### src/rtl/los_det_pkg.sv
package los_det_pkg;

  typedef enum logic {
    SRC_DIGITAL = 1'b0,
    SRC_ANALOG  = 1'b1
  } los_src_e;

  typedef struct packed {
    logic rise;
    logic fall;
  } los_edge_t;

endpackage

### src/rtl/los_sample_sel.sv
module los_sample_sel
  import los_det_pkg::*;
(
  input  logic     smp_data,
  input  logic     smp_cmp,
  input  los_src_e src,
  output logic     pulse
);

  always_comb begin
    unique case (src)
      SRC_ANALOG:  pulse = smp_cmp;
      default:     pulse = smp_data;
    endcase
  end

endmodule

### src/rtl/los_run_counter.sv
module los_run_counter #(
  parameter int TH_W     = 8,
  parameter int SCALE_LG = 4
) (
  input  logic            clk,
  input  logic            rst_n,
  input  logic            valid,
  input  logic            pulse,
  input  logic [TH_W-1:0] thresh,
  output logic            los_now,
  output logic            los_nx
);

  localparam int CNT_W = TH_W + SCALE_LG;
  localparam logic [CNT_W-1:0] CNT_MAX = {CNT_W{1'b1}};
  localparam logic [CNT_W-1:0] MIN_LIM = CNT_W'(1) << SCALE_LG;

  logic [CNT_W-1:0] run_q, run_nx, limit;

  always_comb begin
    if (thresh == '0) limit = MIN_LIM;
    else              limit = {thresh, {SCALE_LG{1'b0}}};
  end

  always_comb begin
    run_nx = run_q;
    los_nx = los_now;
    if (valid) begin
      if (pulse) begin
        run_nx = '0;
        los_nx = 1'b0;
      end else begin
        run_nx = (run_q == CNT_MAX) ? run_q : run_q + CNT_W'(1);
        los_nx = (run_nx >= limit);
      end
    end
  end

  always_ff @(posedge clk) begin
    if (!rst_n) begin
      run_q   <= '0;
      los_now <= 1'b0;
    end else begin
      run_q   <= run_nx;
      los_now <= los_nx;
    end
  end

endmodule

### src/rtl/los_irq_ctrl.sv
module los_irq_ctrl
  import los_det_pkg::*;
(
  input  logic clk,
  input  logic rst_n,
  input  logic los_now,
  input  logic los_nx,
  input  logic any_change,
  input  logic mask,
  input  logic clr,
  output logic flag
);

  los_edge_t edg;
  logic      ev, set;

  always_comb begin
    edg.rise = los_nx & ~los_now;
    edg.fall = ~los_nx & los_now;
    ev       = edg.rise | (any_change & edg.fall);
    set      = ev & ~mask;
  end

  always_ff @(posedge clk) begin
    if (!rst_n)   flag <= 1'b0;
    else if (set) flag <= 1'b1;
    else if (clr) flag <= 1'b0;
  end

endmodule

### src/rtl/los_detector.sv
module los_detector
  import los_det_pkg::*;
#(
  parameter int TH_W     = 8,
  parameter int SCALE_LG = 4
) (
  input  logic            clk,
  input  logic            rst_n,
  input  logic            smp_valid,
  input  logic            smp_data,
  input  logic            smp_cmp,
  input  logic            mode_analog,
  input  logic [TH_W-1:0] thresh,
  input  logic            irq_any_change,
  input  logic            irq_mask,
  input  logic            irq_clr,
  output logic            los,
  output logic            irq
);

  los_src_e src;
  logic     pulse, los_nx;

  assign src = los_src_e'(mode_analog);

  los_sample_sel u_sel (
    .smp_data (smp_data),
    .smp_cmp  (smp_cmp),
    .src      (src),
    .pulse    (pulse)
  );

  los_run_counter #(.TH_W(TH_W), .SCALE_LG(SCALE_LG)) u_cnt (
    .clk     (clk),
    .rst_n   (rst_n),
    .valid   (smp_valid),
    .pulse   (pulse),
    .thresh  (thresh),
    .los_now (los),
    .los_nx  (los_nx)
  );

  los_irq_ctrl u_irq (
    .clk        (clk),
    .rst_n      (rst_n),
    .los_now    (los),
    .los_nx     (los_nx),
    .any_change (irq_any_change),
    .mask       (irq_mask),
    .clr        (irq_clr),
    .flag       (irq)
  );

endmodule

### config.mk
export PLATFORM = sky130hd
export DESIGN_NAME = los_detector
export DESIGN_NICKNAME = d
export VERILOG_FILES = /design/src/rtl/los_det_pkg.sv /design/src/rtl/los_sample_sel.sv /design/src/rtl/los_run_counter.sv /design/src/rtl/los_irq_ctrl.sv /design/src/rtl/los_detector.sv
export SDC_FILE = /design/constraint.sdc
export NUM_CORES = 1
export LEC_CHECK = 0
export ABC_AREA = 1
export BUFFER_PORTS_ARGS = -buffer_cell sky130_fd_sc_hd__buf_4
export CAP_MARGIN = 20
export CORE_MARGIN = 1.5
export CORE_UTILIZATION = 40
export DETAILED_ROUTE_END_ITERATION = 10
export HOLD_SLACK_MARGIN = 0.03
export MAX_ROUTING_LAYER = met4
export PLACE_DENSITY = 0.67
export SLEW_MARGIN = 10
export SYNTH_ARGS = -nofsm -noshare
export SYNTH_HDL_FRONTEND = slang
export SYNTH_SLANG_ARGS = --single-unit
### constraint.sdc
create_clock -name clk -period 3.1 [get_ports clk]
set_input_delay 0.155 -clock clk [delete_from_list [all_inputs] [get_ports clk]]
set_output_delay 0.155 -clock clk [all_outputs]
set_load 0.05 [all_outputs]
======== Word-level counts from Yosys, hierarchy flattened ========
Index checks and enable logic that the tools add are counted.
operators by class
  order comparisons ....................... 1
  eq/ne operators ......................... 1
  reduce and logical (&&, ||, !) cells .... 2
  $add $sub $neg .......................... 1
  bitwise logic cells ..................... 8
  multiplexer cells ....................... 8
operator list
  cell                     number
  $mux W12                 3
  $add A12 B1 Y12 const B  1
  $eq A12 B12 Y1 const B   1
  $ge A12 B12 Y1           1
  $logic_not A8 Y1         1
  $mux W1                  5
  $and A1 B1 Y1            4
  $not A1 Y1               3
  $reduce_bool A2 Y1       1
  $or A1 B1 Y1             1
storage, ports and cells
  bits of input ports ..................... 17
  register bits ........................... 14

======== Logic depth before layout (Yosys ltp) ========
Gate-level depths: netlist (run 1).
  word-level depth ........................ 11
  gate-level depth with buffers ........... 20
  gate-level depth less buffers ........... 19

======== By module ========
A second synthesis (run 1) with hierarchy kept.
unflattened totals
  cells, all modules ...................... 170
  area, all modules ....................... 1093.5 um2
modules (own cells, without submodules)
  module           area each (um2)  instances  cells an instance
  los_run_counter  1014.7           1          156
  los_irq_ctrl     63.8             1          10
  los_sample_sel   15.0             1          4

======== Least setup slack after synthesis (run 1) ========
OpenSTA, ideal clock, no wires.
  path kind ............................... reg-to-reg
  start ................................... reg u_cnt.run_q[0]
  end ..................................... reg u_irq.flag
  buffers on the path ..................... 1
  setup time .............................. 0.131 ns
  arrival ................................. 2.283 ns
  slack ................................... 0.686 ns
  stages on the path, launching flop included .. 21
  path through ............................ dfxtp_1 ha_1 nand2_2 nor2_4 nand3_4 buf_6 nand2_1 xor2_1 inv_1 ha_1 nand2_1 nor2_1 nand3_2 nor2_1 nand3_1 nand2_1 nand2_1 nand3_1 nand2_1 nand2_1 a21oi_2
between the ends
  cells in the longest elaborated chain, start to end .. 11
  elaborated cells between the ends (all ways) .. 14
ends and longest elaborated chain
  what                                                      line                   text
  start, declared                                           los_run_counter.sv:18  logic [CNT_W-1:0] run_q, run_nx, limit;
  start signal, assigned                                    los_run_counter.sv:44  run_q <= run_nx;
  $add A12 B1 Y12 / $eq A12 B12 Y1 (equally long branches)  los_run_counter.sv:33  run_nx = (run_q == CNT_MAX) ? run_q : run_q + CNT_W'(1);
  $mux W12 *                                                los_run_counter.sv:33
  $ge A12 B12 Y1 *                                          los_run_counter.sv:34  los_nx = (run_nx >= limit);
  $mux W1 *                                                 los_run_counter.sv:29  if (pulse) begin
  $mux W1 *                                                 los_run_counter.sv:28  if (valid) begin
  $not A1 Y1                                                los_irq_ctrl.sv:19     edg.fall = ~los_nx & los_now;
  $and A1 B1 Y1                                             los_irq_ctrl.sv:19
  $and A1 B1 Y1                                             los_irq_ctrl.sv:20     ev = edg.rise | (any_change & edg.fall);
  $or A1 B1 Y1 *                                            los_irq_ctrl.sv:20
  $and A1 B1 Y1 *                                           los_irq_ctrl.sv:21     set = ev & ~mask;
  $mux W1 / $reduce_bool A2 Y1 (equally long branches)      -
  end signal, assigned                                      los_irq_ctrl.sv:25     if (!rst_n) flag <= 1'b0;
  end signal, assigned                                      los_irq_ctrl.sv:26     else if (set) flag <= 1'b1;
  end signal, assigned                                      los_irq_ctrl.sv:27     else if (clr) flag <= 1'b0;
  end, declared                                             los_irq_ctrl.sv:11     output logic flag
Every way passes the cells marked *; elsewhere a longest branch is shown, timed or not.
A chain may end at the register's enable or synchronous reset.

======== Worst setup path after layout (run 1) ========
Same ends and word-level chain as after synthesis.

==> impl_metrics.ini, run 1 <==
[logic_synthesis]
seq_area_frac_synth_pct = 25.9
syn_nets = 190
syn_area_per_cell_um2 = 6.61
netlist.area_leader.share_pct = 25.9
synth_warnings = 0
ys_seq_elements = 14
syn_inst = 164
synth_ff_type = dfxtp_1
muxShareOfSynthArea_pct = 0
yosys.area.top_type = dfxtp_1
synth_top_family_by_area = simple AND/OR/NAND/NOR gates
async_flop_share_pct = 0
netlist_area_um2 = 1080
synth_most_common_cell = nand2_1
synth-compound-area-share_pct = 15.4
ys_types = 25
yosys.area_share.adder_pct = 10.4
synthSimpleGateAreaFrac_pct = 33.6
synthTopCellsByCount = nand2_1 (49), inv_1 (25), a21oi_1 (21), dfxtp_1 (14), ha_1 (9)
synthXorXnorAreaFrac_pct = 4.04
synth-edff-count = 0
netlist_top_cells_area = dfxtp_1 (26%), nand2_1 (17%), ha_1 (10%)

[die]
die_width_um = 55.0
io_pins = 19
core-area_um2 = 2520
rows = 18
die_h_um = 55.0
start_util_pct = 43.0
die_area_um2 = 3030

[drt]
drc = 0
dr.first_iter.drc_count = 11
vias = 1064
wl_per_cell_um = 11.3
drt_wl_total_um = 2390
drtPass1Iterations = 4
final_antenna_net_count = 0
viasPerCell = 5.04

[setup_path]
cp_slowest_cell = dfxtp_1
reg2reg_from = u_cnt.run_q[0]
cp.depth = 16
crit_type = flop to flop
slowest_delay_ns = 0.42
reg2reg_depth = 16
path_max_fanout = 12
path_cells = ha_1 > nand2_2 > nor2_4 > nand3_4 > nand3_1 > xnor2_1 > ha_1 > a21oi_1 > o21ai_0 > a21oi_1 > nand2_1 > nand2_1 > nand3_1 > nand2_1 > nand2_1 > a21oi_2
end_kind = flop
r2r-end = u_irq.flag
required_ns = 3.32
cp.arrival_ns = 2.89
cp_common_cell = nand2_1
cp-start-kind = flop
r2r_slack_ns = 0.42
cp_top_family = simple AND/OR/NAND/NOR gates
cp.buffers_inverters = 0

[cts]
post-cts-setup-buffer-count = 0
clkTransAtPathRegs_ns = 0.08
cts_tree = built
ctsHtreeMaxLevel = 1
cts.path.max_buffers = 2
cts-root-buf = clkbuf_4
insertion_delay_ns = 0.28
cts_buffers = 3
cts_resized = 0
hold_buffers = 0
numClockSinks = 14

[placement]
dp_hpwl_um = 1920
dpl.cell_count = 208
place.gp.congestion = 0.874
portBuffers = 18

[power_and_ir_drop]
power_density_nw_per_um2 = 264
p_leak_nw = 0.587
power_mw = 0.331
irDropWorstVdd_v = 0.000181

[flow_run]
cap_violations = 0

[run_status]
outcome = completed

[timing]
slew_headroom_pct = 69.9
finClkSkew_ns = 0.00212
tightest_slew_ns = 0.451
slew_violations = 0
period_minus_slack_ns = 2.68
clock.fmax_ghz = 0.374
rsz0062_at_grt = no
final-setup-viol-count = 0
tns_ns = 0
hold_viol_final = 0
fin_crit_sh_pct = 86.3

[final_layout]
n_antenna_cell = 0
post-route-util_pct = 49.8
drive_above_1_share_pct = 17.1
nets = 209
fin_cells = 211
synthToLayoutAreaGrowth_pct = 15.9

[hold_path]
hold_path_depth = 4
hp-class = input port to flop
min_to = u_irq.flag
min_from = irq_clr

[global_routing]
antenna_found_initial = 0
grt_max_degree = 15
grt_usage_pct = 19.4
grt_overflow_total = 0
grt_pass1_vias = 1018
grt_pass1_wl_um = 4020
-- final cells by class --
type                    instances  area [um2]
fillers                       276        1270
multi-input cells             121         687
flip-flops and latches         14         280
repair buffers                 18         135
inverters                      25        93.8
well taps                      30        37.5
clock buffers                   3        22.5
-- power by group --
part           leakage, nW  switching, mW  internal (mW)
Sequential           0.113        0.00176          0.181
Combinational        0.460         0.0246         0.0223
Clock               0.0138         0.0567         0.0450
-- per-stage QoR --
| stage | hold WS, ns | setup WS (ns) | area, um2 |
|---|---|---|---|
| floorplan | 0.329 | 0.686 | 1080 |
| global route | 0.110 | 0.113 | 1260 |
| CTS | 0.123 | 0.433 | 1260 |
| global placement | 0.417 | 0.561 | 1230 |
| detailed placement | 0.426 | 0.427 | 1230 |
| finish | 0.124 | 0.425 | 1260 |
-- placed cells by master (no fill, tap or decap) --
cell	instances
xor2_1	2
nand3_1	5
buf_4	18
o21ai_0	7
nand4_1	5
nand3_2	1
nor2_4	2
a21o_1	1
nor3_1	1
nor4_1	1
a41o_1	1
a21oi_2	1
dfxtp_1	14
nand3_4	1
inv_1	25
nor2_2	2
nand3b_1	1
clkbuf_4	3
nor2_1	5
nand2_1	49
xnor2_1	3
ha_1	9
a21oi_1	21
nand2_4	1
nand2_2	2
-- flip-flops by register name, indices dropped and copies added (netlist names) --
name,flops
u_cnt.los_now,1
u_cnt.run_q,12
u_irq.flag,1
-- worst max path at each step --
stage	end	startpoint
floorplan	u_irq.flag	u_cnt.run_q[0]
global placement	u_irq.flag	u_cnt.run_q[0]
detailed placement	u_irq.flag	u_cnt.run_q[0]
CTS	u_irq.flag	u_cnt.run_q[0]
global route	u_irq.flag	u_cnt.run_q[0]
finish	u_irq.flag	u_cnt.run_q[0]
-- kinds of logic (layout without fill, tap and decap cells) --
logic type                 Yosys count  count (layout)
DFF                                 14              14
and+or+nand+nor                     76              76
adders and majority gates            9               9
buffers and inverters               29              46
AOI/OAI and AO/OA                   31              31
xor gates and xnor gates             5               5
-- worst reg2reg max path: stages, from the launching register on --
cell,delay [ns]
dfxtp_1,0.42
ha_1,0.23
nand2_2,0.10
nor2_4,0.20
nand3_4,0.19
nand3_1,0.14
xnor2_1,0.18
ha_1,0.30
a21oi_1,0.14
o21ai_0,0.10
a21oi_1,0.18
nand2_1,0.09
nand2_1,0.08
nand3_1,0.07
nand2_1,0.06
nand2_1,0.06
a21oi_2,0.10
-- layer usage --
layer	vias up	track usage, %	routed length [um]	part of all wire, %
met5	-	-	0	0
met4	0	8.94	32	1.3
met3	4	3.23	109	4.6
met2	21	34.1	1170	49
met1	473	21.2	1070	45
li1	566	-	-	-
Note: power is estimated with default switching activity, not from simulation.
==> run 2, diff against run 1 <==
- ABC_AREA: 1 -> not set
==> impl_metrics.ini, run 2 <==
[die]
die_width_um = 56.9
io_pins = 19
die_area_um2 = 3240
start_util_pct = 42.2
die_h_um = 56.9
rows = 19
core-area_um2 = 2760

[final_layout]
largest_reg_flops = 12
nets = 188
drive_above_1_share_pct = 16.8
n_antenna_cell = 0
post-route-util_pct = 48.7
top_regs = u_cnt.run_q (12), u_cnt.los_now (1), u_irq.flag (1)
layout_commonest_cell = buf_4
regMostFlops = u_cnt.run_q
synthToLayoutAreaGrowth_pct = 15.6
multi_input_area_um2 = 820
regArea_um2 = 280
layout_common_cells = buf_4 (19), dfxtp_1 (14), a21oi_1 (12), nor2b_1 (11)
fill_cells = 283

[logic_synthesis]
synthXorXnorAreaFrac_pct = 3.77
syn_nets = 171
syn_area_per_cell_um2 = 8.02
async_flop_share_pct = 0
synth_most_common_cell = dfxtp_1
netlist.area_leader.share_pct = 24.1
netlist_top_cells_area = dfxtp_1 (24%), ha_1 (9.7%), nor2b_1 (5.9%)
synth_ff_type = dfxtp_1
synth_top_family_by_area = simple AND/OR/NAND/NOR gates
synth-compound-area-share_pct = 24.7
muxShareOfSynthArea_pct = 2.69
netlist_area_um2 = 1160
ys_types = 43
syn_inst = 145
yosys.area.top_type = dfxtp_1
synthSimpleGateAreaFrac_pct = 29.7
yosys.area_share.adder_pct = 9.69
ys_seq_elements = 14
synth_warnings = 0
synthTopCellsByCount = dfxtp_1 (14), a21oi_1 (12), nor2b_1 (11), ha_1 (9), nand2_1 (9)
seq_area_frac_synth_pct = 24.1
synth-edff-count = 0

[global_routing]
grt_max_degree = 17
grt_pass1_vias = 1032
grt_usage_pct = 18.9
antenna_found_initial = 0
grt_pass1_wl_um = 4680
grt_overflow_total = 0

[drt]
drc = 0
final_antenna_net_count = 0
wl_per_cell_um = 14.0
drt_wl_total_um = 2680
dr.first_iter.drc_count = 35
drtPass1Iterations = 4
vias = 1116
viasPerCell = 5.81

[run_status]
outcome = completed

[setup_path]
slowest_delay_ns = 0.43
cp-start-kind = flop
cp.buffers_inverters = 1
required_ns = 3.32
path_max_fanout = 8
end_kind = flop
path_cells = ha_1 > nand3_1 > o311ai_1 > buf_4 > xnor2_1 > ha_1 > nor2b_1 > o211ai_1 > a21oi_1 > o31ai_4 > mux2i_1
crit_type = flop to flop
r2r_slack_ns = 0.36
cp_common_cell = ha_1
cp_top_family = compound AO/OA/AOI/OAI gates
cp_slowest_cell = dfxtp_1
cp.arrival_ns = 2.95

[timing]
final-setup-viol-count = 0
hold_viol_final = 0
slew_headroom_pct = 72.4
tns_ns = 0
slew_violations = 0
period_minus_slack_ns = 2.74
finClkSkew_ns = 0.00238
rsz0062_at_grt = no
tightest_slew_ns = 0.413
clock.fmax_ghz = 0.365
fin_crit_sh_pct = 88.3

[power_and_ir_drop]
p_leak_nw = 0.586
power_density_nw_per_um2 = 273
irDropWorstVdd_v = 0.000170

[cts]
clkTransAtPathRegs_ns = 0.09
insertion_delay_ns = 0.28
numClockSinks = 14
cts.path.max_buffers = 2
cts_tree = built
hold_buffers = 0
ctsHtreeMaxLevel = 1
cts_buffers = 3
cts-root-buf = clkbuf_4

[flow_run]
cap_violations = 0

[placement]
place.gp.congestion = 0.896
portBuffers = 18
dp_hpwl_um = 2040

[hold_path]
hp-class = input port to flop
[run 2: cell types whose count changed after synthesis, moves of 3 or more]
cell | previous run | this run
o21a_1 | 0 | 4
nand2_1 | 49 | 9
nor2b_1 | 0 | 11
a21boi_0 | 0 | 4
inv_1 | 25 | 7
and3_1 | 0 | 3
and4_1 | 0 | 3
nand2b_1 | 0 | 3
a31oi_1 | 0 | 3
and3b_1 | 0 | 3
a21oi_1 | 21 | 12
[run 2: kinds of logic (layout without fill, tap and decap cells)]
kind of cell | after synthesis | count (layout)
multiplexers | 3 | 3
AND/OR/NAND/NOR | 58 | 58
AO/OA/AOI/OAI | 42 | 42
flip-flops | 14 | 14
XOR/XNOR | 5 | 5
adder cells (fa/ha/maj) | 9 | 9
buffers and inverters | 14 | 30
[run 2: what timing repair did]
| action | in CTS | in global routing |
|---|---|---|
| hold endpoints to repair | 0 | 0 |
| resized for setup | 0 | 1 |
| setup buffers | 0 | 0 |
| setup endpoints to repair | 0 | 1 |
[run 2: tightest hold or removal path: cells and delay by family]
| kind | cells | cell delay (ns) |
|---|---|---|
| mux | 1 | 0.11 |
| compound gates | 1 | 0.05 |
| buf+inv | 1 | 0.08 |
[run 2: area by class of cell]
cell class | instances | share of cell area (%)
Tap cell | 31 | 2.89
Sequential cell | 14 | 20.9
Inverter | 7 | 1.96
Timing Repair Buffer | 19 | 10.6
Clock buffer | 4 | 2.70
Multi-Input combinational cell | 117 | 61.0
[run 2: per-stage QoR]
stage / total power, mW / hold WS (ns) / cells / setup slack [ns] / area (um2)
5_1_grt: 0.390 / 0.146 / 192 / 0.0597 / 1340
4_1_cts: 0.371 / 0.149 / 192 / 0.289 / 1340
3_5_place_dp: 0.237 / 0.456 / 188 / 0.305 / 1310
3_3_place_gp: 0.236 / 0.429 / 188 / 0.321 / 1310
2_1_floorplan: 0.213 / 0.308 / 145 / 0.465 / 1160
6_report: 0.367 / 0.155 / 192 / 0.362 / 1340
[run 2: path summary, 6_finish.rpt]
| path | to | start | cells past startpoint |
|---|---|---|---|
| min reg2reg | u_cnt.los_now | u_cnt.los_now | 2 |
| max reg2reg | u_irq.flag | u_cnt.run_q[0] | 11 |
| max | u_irq.flag | u_cnt.run_q[0] | 11 |
| min | u_irq.flag | irq_any_change | 3 |
[run 2: routing by layer]
metal	GRT usage [%]	wire [um]
met3	2.76	133
met1	25.8	1310
met2	28.1	1210
met5	-	0
met4	6.98	21
[run 2: power breakdown]
part / internal (mW) / total, mW / switching (mW)
registers: 0.181 / 0.183 / 0.00178
logic: 0.0252 / 0.0503 / 0.0251
clock network: 0.0714 / 0.134 / 0.0625
total: 0.278 / 0.367 / 0.0894
==> run 3, diff against run 2 <==
- CORE_ASPECT_RATIO: not set -> 0.9
==> impl_metrics.ini, run 3 (synthesis gave the netlist of run 2 again) <==
[cts]
hold_buffers = 0
cts-root-buf = clkbuf_4
cts.path.max_buffers = 2
cts_resized = 0
insertion_delay_ns = 0.29
cts_tree = built
post-cts-setup-buffer-count = 0
ctsHtreeMaxLevel = 1
clkTransAtPathRegs_ns = 0.09
cts_buffers = 3
numClockSinks = 14

[setup_path]
reg2reg_depth = 11
path_cells = ha_1 > nand3_1 > o311ai_0 > buf_4 > xnor2_1 > ha_1 > nand4_1 > nor4b_1 > o211a_1 > o31ai_4 > mux2i_1
slowest_delay_ns = 0.44
reg2reg_from = u_cnt.run_q[0]
cp_common_cell = ha_1
end_kind = flop
path_max_fanout = 8
cp-start-kind = flop
cp.arrival_ns = 2.99
r2r_slack_ns = 0.29
cp.buffers_inverters = 1
cp_slowest_cell = dfxtp_1
cp.depth = 11
required_ns = 3.28
r2r-end = u_irq.flag
crit_type = flop to flop
cp_top_family = compound AO/OA/AOI/OAI gates

[placement]
post-place-ws_ns = 0.373
dpl.cell_count = 198
dp_hpwl_um = 2120
portBuffers = 18
place.gp.congestion = 0.909
dpl_cell_area_um2 = 1330

[flow_run]
cap_violations = 0

[run_status]
outcome = completed

[final_layout]
layout_commonest_cell = buf_4
fin_cells = 201
drive_above_1_share_pct = 16.8
stdcell_area_um2 = 1350
layout_common_cells = buf_4 (20), dfxtp_1 (14), a21oi_1 (12), nor2b_1 (11)
largest_reg_flops = 12
regMostFlops = u_cnt.run_q
nets = 189
top_regs = u_cnt.run_q (12), u_cnt.los_now (1), u_irq.flag (1)
synthToLayoutAreaGrowth_pct = 16.0
n_antenna_cell = 0

[timing]
final-setup-viol-count = 0
slew_headroom_pct = 69.1
hold_viol_final = 0
slew_violations = 0
period_minus_slack_ns = 2.81
tns_ns = 0
rsz0062_at_grt = no
tightest_slew_ns = 0.458
timing.final.ws_setup_ns = 0.292
fin_crit_sh_pct = 90.6
clock.fmax_ghz = 0.356
finClkSkew_ns = 0.00147

[global_routing]
grt_pass1_wl_um = 4590
grt_max_degree = 17
grt_usage_pct = 19.9
grt_pass1_vias = 1052
grt_overflow_total = 0
antenna_found_initial = 0

[die]
core-area_um2 = 2750
die_width_um = 59.8
rows = 18
start_util_pct = 42.3
die_area_um2 = 3240
die_h_um = 54.1
io_pins = 19

[drt]
drc = 0
drt_wl_total_um = 2890
vias = 1141
drtPass1Iterations = 4
wl_per_cell_um = 14.4
dr.first_iter.drc_count = 34
viasPerCell = 5.68
final_antenna_net_count = 0

[power_and_ir_drop]
p_leak_nw = 0.583
power_density_nw_per_um2 = 257
irDropWorstVdd_v = 0.000213

[hold_path]
min_from = irq_any_change
hold_path_depth = 3
hp-class = input port to flop
min_to = u_irq.flag
==> run 3: cell types whose count changed in the layout (fill, tap and decap cells not counted), sizes merged <==
| cell | delta |
|---|---|
| buf | +1 |
| clkbuf | -1 |
==> run 3: stage by stage <==
stage / util, % / total power, mW / hold slack [ns]
3_3_place_gp: 48.3 / 0.237 / 0.431
5_1_grt: 49.1 / 0.361 / 0.166
3_5_place_dp: 48.3 / 0.238 / 0.458
2_1_floorplan: - / 0.213 / 0.308
6_report: 49.1 / 0.347 / 0.154
4_1_cts: 49.1 / 0.348 / 0.153
==> run 3: worst reg2reg max path, stage by stage, from the launching register on <==
cell and delay, ns:
dfxtp_1 0.44, ha_1 0.28, nand3_1 0.21, o311ai_0 0.41, buf_4 0.19, xnor2_1 0.06, ha_1 0.30, nand4_1 0.10
nor4b_1 0.27, o211a_1 0.23, o31ai_4 0.08, mux2i_1 0.14
==> run 3: power breakdown <==
part	internal (mW)	switching [mW]	total, mW
sequential	0.181	0.00183	0.183
clock	0.0452	0.0673	0.112
combinational	0.0253	0.0263	0.0516
total	0.251	0.0954	0.347
==> run 3: how the worst max path moves through the flow <==
stage                  to  slack, ns            from
2_1_floorplan  u_irq.flag       0.46  u_cnt.run_q[0]
3_3_place_gp   u_irq.flag       0.45  u_cnt.run_q[0]
3_5_place_dp   u_irq.flag       0.37  u_cnt.run_q[0]
4_1_cts        u_irq.flag       0.32  u_cnt.run_q[0]
5_1_grt        u_irq.flag       0.05  u_cnt.run_q[0]
6_report       u_irq.flag       0.29  u_cnt.run_q[0]
==> run 3: area by class of cell <==
class | count | area, um2
clock buffers | 3 | 22.5
fillers | 276 | 1400
inverters | 7 | 26.3
multi-input cells | 117 | 820
flip-flops and latches | 14 | 280
well taps | 40 | 50.0
repair buffers | 20 | 150
==> run 3: layer usage <==
metal | vias up | global-route usage [%] | wire length (um)
met3 | 4 | 6.73 | 244
li1 | 568 | - | -
met2 | 51 | 30.1 | 1260
met1 | 518 | 24.6 | 1360
met5 | - | - | 0
met4 | 0 | 7.04 | 27
